**src/rtl/spdup_pkg.sv**
```systemverilog
`timescale 1ns/1ps
package spdup_pkg;

    localparam int unsigned PRE_W_DEF = 6;   // 64 reference cycles per block
    localparam int unsigned TM_W_DEF  = 7;   // up to 127 blocks

    typedef enum logic [1:0] {
        CMD_NONE  = 2'd0,
        CMD_ARM   = 2'd1,
        CMD_CLEAR = 2'd2
    } tmr_cmd_e;

    typedef struct packed {
        logic hi_cur;
        logic sw_on;
    } boost_req_t;

    // Power-save dominates; an enabled load with a nonzero time arms;
    // any other load clears.
    function automatic tmr_cmd_e decode_cmd(input logic load,
                                            input logic en,
                                            input logic time_nz,
                                            input logic psave);
        tmr_cmd_e c;
        if (psave)                  c = CMD_CLEAR;
        else if (load && en && time_nz) c = CMD_ARM;
        else if (load)              c = CMD_CLEAR;
        else                        c = CMD_NONE;
        return c;
    endfunction

endpackage

```
**src/rtl/spdup_prescaler.sv**
```systemverilog
`timescale 1ns/1ps
module spdup_prescaler #(
    parameter int unsigned PRE_W = 6
) (
    input  logic clk,
    input  logic rst,
    input  logic clr,
    input  logic run,
    output logic tick
);
    generate
        if (PRE_W == 0) begin : g_direct
            assign tick = run;
        end else begin : g_count
            logic [PRE_W-1:0] phase_q;
            always_ff @(posedge clk) begin
                if (rst || clr)
                    phase_q <= '0;
                else if (run)
                    phase_q <= phase_q + 1'b1;
            end
            assign tick = run && (phase_q == {PRE_W{1'b1}});
        end
    endgenerate
endmodule

```
**src/rtl/spdup_downcnt.sv**
```systemverilog
`timescale 1ns/1ps
module spdup_downcnt
    import spdup_pkg::*;
#(
    parameter int unsigned TM_W = 7
) (
    input  logic            clk,
    input  logic            rst,
    input  tmr_cmd_e        cmd,
    input  logic [TM_W-1:0] load_val,
    input  logic            tick,
    output logic            active
);
    logic [TM_W-1:0] blocks_q;

    always_ff @(posedge clk) begin
        if (rst) begin
            blocks_q <= '0;
        end else begin
            unique case (cmd)
                CMD_ARM:   blocks_q <= load_val;
                CMD_CLEAR: blocks_q <= '0;
                default: begin
                    if (tick && (blocks_q != '0))
                        blocks_q <= blocks_q - 1'b1;
                end
            endcase
        end
    end

    assign active = (blocks_q != '0);
endmodule

```
**src/rtl/spdup_outdrv.sv**
```systemverilog
`timescale 1ns/1ps
module spdup_outdrv
    import spdup_pkg::*;
(
    input  logic       active,
    input  logic       sw_force_off,
    input  logic       psave,
    output boost_req_t req
);
    always_comb begin
        req.hi_cur = active && !psave;
        req.sw_on  = active && !psave && !sw_force_off;
    end
endmodule

```
**src/rtl/spdup_timer.sv**
```systemverilog
`timescale 1ns/1ps
module spdup_timer
    import spdup_pkg::*;
#(
    parameter int unsigned PRE_W = PRE_W_DEF,
    parameter int unsigned TM_W  = TM_W_DEF
) (
    input  logic            clk,
    input  logic            rst,
    input  logic            chan_load_i,
    input  logic            boost_en_i,
    input  logic [TM_W-1:0] boost_time_i,
    input  logic            sw_force_off_i,
    input  logic            pwr_save_i,
    output logic            cp_hi_cur_o,
    output logic            filt_sw_on_o
);
    tmr_cmd_e   cmd;
    logic       tick;
    logic       active;
    boost_req_t req;

    assign cmd = decode_cmd(chan_load_i, boost_en_i,
                            (boost_time_i != '0), pwr_save_i);

    spdup_prescaler #(.PRE_W(PRE_W)) u_pre (
        .clk  (clk),
        .rst  (rst),
        .clr  (cmd != CMD_NONE),
        .run  (active),
        .tick (tick)
    );

    spdup_downcnt #(.TM_W(TM_W)) u_cnt (
        .clk      (clk),
        .rst      (rst),
        .cmd      (cmd),
        .load_val (boost_time_i),
        .tick     (tick),
        .active   (active)
    );

    spdup_outdrv u_out (
        .active       (active),
        .sw_force_off (sw_force_off_i),
        .psave        (pwr_save_i),
        .req          (req)
    );

    assign cp_hi_cur_o  = req.hi_cur;
    assign filt_sw_on_o = req.sw_on;
endmodule

```
**config.mk**
```make
export PLATFORM = sky130hd
export DESIGN_NAME = spdup_timer
export DESIGN_NICKNAME = d
export VERILOG_FILES = /design/src/rtl/spdup_pkg.sv /design/src/rtl/spdup_prescaler.sv /design/src/rtl/spdup_downcnt.sv /design/src/rtl/spdup_outdrv.sv /design/src/rtl/spdup_timer.sv
export SDC_FILE = /design/constraint.sdc
export NUM_CORES = 1
export LEC_CHECK = 0
export BUFFER_PORTS_ARGS = -buffer_cell sky130_fd_sc_hd__buf_2
export CAP_MARGIN = 15
export CELL_PAD_IN_SITES_DETAIL_PLACEMENT = 1
export CELL_PAD_IN_SITES_GLOBAL_PLACEMENT = 2
export CORE_UTILIZATION = 30
export DETAILED_ROUTE_END_ITERATION = 7
export PLACE_DENSITY = 0.72
export SLEW_MARGIN = 20
export SYNTH_ARGS = -nofsm -noshare
export SYNTH_HDL_FRONTEND = slang
export SYNTH_SLANG_ARGS = --single-unit
export TNS_END_PERCENT = 10
```
**constraint.sdc**
```tcl
create_clock -name clk -period 2.4 [get_ports clk]
set_input_delay 0.48 -clock clk [delete_from_list [all_inputs] [get_ports clk]]
set_output_delay 0.48 -clock clk [all_outputs]
set_load 0.01 [all_outputs]
```
# --- Word-level counts from Yosys, hierarchy flattened ---
# Index checks and enable logic that the tools add are counted.
op_classes:
  add_sub_neg: 2
  muxes: 5
  n_reduce_logical: 13
  n_eq_ne: 3
op_table:
  columns: ["cell", "count"]
  rows:
  - ["case mux 7 bit (2 select lines)", 1]
  - ["nonzero test 7 bit", 2]
  - ["2-to-1 mux 7 bit", 1]
  - ["subtractor 7 x 1 -> 7 bit (second input constant)", 1]
  - ["adder 6 x 1 -> 6 bit (second input constant)", 1]
  - ["equality test 6 bit (second input constant)", 1]
  - ["logical AND 1 bit", 6]
  - ["2-to-1 mux 2 bit", 3]
  - ["nonzero test 3 bit", 1]
  - ["equality test 2 x 1 -> 1 bit (second input constant)", 1]
  - ["equality test 2 bit (second input constant)", 1]
  - ["zero test 1 bit", 2]
  - ["nonzero test 2 bit", 1]
  - ["logical OR 1 bit", 1]
totals:
  reg_bits: 13
  in_bits: 13
  wordCells: 25

# --- Logic depth before layout (Yosys ltp) ---
logic_depth:
  depth_word: 6
  ltp_mapped: 7
  mapped_depth_nobuf: 6

# --- By module ---
# Synthesis repeated with hierarchy kept, for this count alone.
unflattened:
  cells_unflattened: 105
  area_unflattened_um2: 885.8
modules_own_cells:
  columns: ["module", "area_per_inst_um2", "seq_area_each_um2", "instances", "cells_per_inst"]
  rows:
  - ["spdup_downcnt", 530.5, 140.1, 1, 65]
  - ["spdup_prescaler", 270.3, 120.1, 1, 30]
  - ["spdup_timer", 66.3, 0.0, 1, 8]
  - ["spdup_outdrv", 18.8, 0.0, 1, 2]

# --- Worst setup path before layout ---
# No wires, ideal clock.
synth_timing:
  path_kind: "register to output"
  start: "register u_cnt.blocks_q[0]"
  end: "output filt_sw_on_o"
  required_ns: 1.920
  arrival_time_ns: 1.460
  setup_slack_ns: 0.460
  stages_incl_launch_ff: 7
  path_cell_list: "dfxtp_1 -> inv_1 -> ha_1 -> or4b_4 -> buf_6 -> nor2_1 -> nor3_1"
synth_between:
  elab_chain_len: 3
synth_lines:
  columns: ["item", "line", "rtl"]
  rows:
  - ["start: declaration", "spdup_downcnt.sv:14", "logic [TM_W-1:0] blocks_q;"]
  - ["start signal: assignment", "spdup_downcnt.sv:21", "CMD_ARM: blocks_q <= load_val;"]
  - ["start signal: assignment", "spdup_downcnt.sv:25", "blocks_q <= blocks_q - 1'b1;"]
  - ["nonzero test 7 bit", "spdup_downcnt.sv:31", "assign active = (blocks_q != '0);"]
  - ["logical AND 1 bit (2 in series)", "spdup_outdrv.sv:12", "req.sw_on = active && !psave && !sw_force_off;"]
  - ["end: declaration", "spdup_timer.sv:16", "output logic filt_sw_on_o"]
# No other way between the ends.

# --- Worst setup path in the final report ---
# Same ends and word-level chain as after synthesis.

==> flow_summary_export.csv <==
group,metric,value,unit
status,outcome,"finished, final reports clean",
floorplan,core_area,0.00245,mm^2
global_route,grt_usage,17.0,%
routing,drc_errors,0,
placement,hpwlAfterDp,1510,um
setup_path,crit_path_top_delay_cell,"or4b_4",
power,power.total,0.482,mW
power,clkPwrFrac,30.1,%
synthesis,ys_top_cells_by_area,"dfxtp_1 (33%), nor2_1 (5.8%), xor2_1 (5.6%), ha_1 (4.8%), o2111ai_1 (3.4%)",
power,p_per_area,529,mW/mm^2
routing,ant_nets,0,
clocking,clockRootBuffer,"clkbuf_4",
routing,wl_per_cell,15.0,um
setup_path,end_kind,"primary output",
synthesis,synthesis.nets,107,
power,sw_frac_of_total,30.4,%
clocking,cts_made_buffers,3,
global_route,antenna_found_initial,0,
synthesis,ys_ff_latch,13,
timing,setup_ws,123,ps
synthesis,async_flop_share,0,%
floorplan,die_area,0.00280,mm^2
clocking,cts.sinks,13,
routing,wl,2060,um
timing,setup_violations,0,
timing,hold_viol_final,0,
power,irDropWorstVdd,0.000257,V
timing,period_needed,2280,ps
job,drv_cap,0,
global_route,grt_max_degree,9,
setup_path,worstPathArrival,1800,ps
placement,dpl-instance-area,862,um^2
routing,first_pass_iters,4,
clocking,htreeDepth,1,
setup_path,worst-path-max-fanout,6,
timing,worst_pin_slew,575,ps
setup_path,cp_cell_sequence,"inv_1, ha_1, or4b_4, nor2_4, nor3_1, buf_2",
floorplan,initial_core_util,31.7,%
clocking,path_clk_slew,90,ps
power,p_int,0.336,mW
floorplan,fp.dieW,52.9,um
synthesis,synth_top_area_share,33.5,%
timing,skew,1.52,ps
placement,pre_cts_slack,315,ps
synthesis,syn_avg_cell_area,8.54,um^2
clocking,max-clock-path-buffers,2,
power,switchingPower,0.147,mW
clocking,cts_tree,"done",
setup_path,critPathLaunchType,"register",
cells_and_area,num-nets-final,124,
setup_path,crit_buf_inv,2,
timing,holdWs,421,ps
setup_path,critPathKind,"reg2out",
routing,drtIter0Drc,8,
global_route,grt_pass1_wl,3320,um
timing,fmax,439,MHz
global_route,first_global_vias,687,
synthesis,synth-edff-count,0,
cells_and_area,drive_gt1_share,22.4,%
routing,via_per_inst,5.47,
synthesis,ys.warnings.count,0,
placement,routabilityCongestion,0.906,
cells_and_area,n_fill_cell,298,
setup_path,cp.required,1920,ps
synthesis,synth_ff_type,"dfxtp_1",
timing,drv_slew,0,
clocking,clock_latency,280,ps
cells_and_area,area_growth,17.2,%
synthesis,syn-instance-count,91,
global_route,globalRouteOverflowTotal,0,
min_path,min_path_type,"in2reg",
routing,vias,750,
timing,rsz0062_at_grt,"no",
timing,slew_headroom,61.5,%
synthesis,synth-seq-area-share,33.5,%
floorplan,die_h,52.9,um
power,power_leakage,0.389,nW
cells_and_area,diodes,0,
timing,post-route-period-util,94.9,%
setup_path,slowest_delay,530,ps
synthesis,synth.distinct_cells,36,
power,share_seq_of_total_power,48.2,%
timing,final.setup.tns,0,ps
synthesis,yosysTopAreaCell,"dfxtp_1",
cells_and_area,finalInstanceArea,911,um^2
floorplan,row_count,18,
floorplan,boundaryPins,15,
setup_path,cp_top_family,"simple AND/OR/NAND/NOR gates",
synthesis,syn_area,777,um^2
synthesis,synthTopCellsByCount,"dfxtp_1 (13), nor2_1 (12)",
power,p_comb_share,21.7,%
synthesis,synth.most_common_cell,"dfxtp_1",
placement,numPortBuffers,14,
flip-flops by register name (all words and copies together), names as in the netlist:
signal,flops
u_pre.g_count.phase_q,6
u_cnt.blocks_q,7
power groups by stage:
stage / Combinational [mW] / Sequential, mW / Clock [mW]
floorplan: 0.0698 / 0.235 / 0
global placement: 0.0915 / 0.238 / 0
detailed placement: 0.0919 / 0.237 / 0
CTS: 0.0937 / 0.232 / 0.148
global route: 0.116 / 0.234 / 0.156
finish: 0.105 / 0.233 / 0.145
layout by cell type (no fill, tap or decap), types with 2 or more instances in the layout:
cell | netlist | final
o21a_1 | 2 | 2
nand4_1 | 3 | 3
a21oi_1 | 5 | 5
nand2_1 | 5 | 5
clkbuf_4 | 0 | 3
dfxtp_1 | 13 | 13
buf_2 | 0 | 14
nor3_1 | 2 | 2
nor2_1 | 12 | 11
buf_4 | 0 | 2
o21ai_0 | 3 | 3
a22oi_1 | 2 | 2
inv_1 | 5 | 5
o211a_1 | 2 | 2
o2111ai_1 | 3 | 3
a221oi_1 | 2 | 2
xor2_1 | 5 | 5
and3_1 | 2 | 2
a211oi_1 | 2 | 2
ha_1 | 3 | 3
worst paths after layout:
kind,startpoint,end,slack (ps),depth (start not counted)
worst min-delay path,boost_time_i[5],u_cnt.blocks_q[5],420,3
worst max-delay path,u_cnt.blocks_q[0],filt_sw_on_o,120,6
worst min register to register,u_pre.g_count.phase_q[1],u_pre.g_count.phase_q[1],510,2
worst max register to register,u_cnt.blocks_q[0],u_cnt.blocks_q[0],330,7
logic make-up (layout without fill, tap and decap cells):
logic type / count (synthesis) / after routing / share of synthesized area, %
compound gates: 27 / 27 / 26.7
mux: 1 / 1 / 1.29
fa+ha+maj: 3 / 3 / 4.83
buf+inv: 9 / 25 / 5.31
flops: 13 / 13 / 33.5
simple gates: 32 / 32 / 21.6
xor+xnor: 6 / 6 / 6.76
metrics by stage:
step                utilization, %  std cells
finish                        37.1        137
CTS                           36.3        135
floorplan                        -         91
global placement              35.1        131
detailed placement            35.1        131
global route                  37.1        137
layout make-up:
type	instances	area, um^2	share of cell area [%]
clock buffers	4	26.3	2.88
flip-flops and latches	13	260	28.6
multi-input cells	69	483	53.0
inverters	5	18.8	2.06
well taps	30	37.5	4.12
repair buffers	16	85.1	9.34
repair_timing:
item,CTS,global route
resized for setup,1,1
buffers inserted,0,2
endpoints found under the setup margin,1,2
hold buffers,0,0
worst reg2reg max path, cell delays in order, from the launching register on:
cell,delay (ps)
dfxtp_1,350
inv_1,120
ha_1,180
or4b_4,530
buf_4,170
o21a_1,190
a31o_1,240
a221oi_2,220
layer usage:
layer,vias to the layer above,wire (um),global-route usage [%]
met2,17,946,23.8
met4,0,34,9.21
met5,-,0,0
li1,371,-,-
met1,358,1020,24.5
met3,4,62,2.59
(Power assumes the default switching activity.)
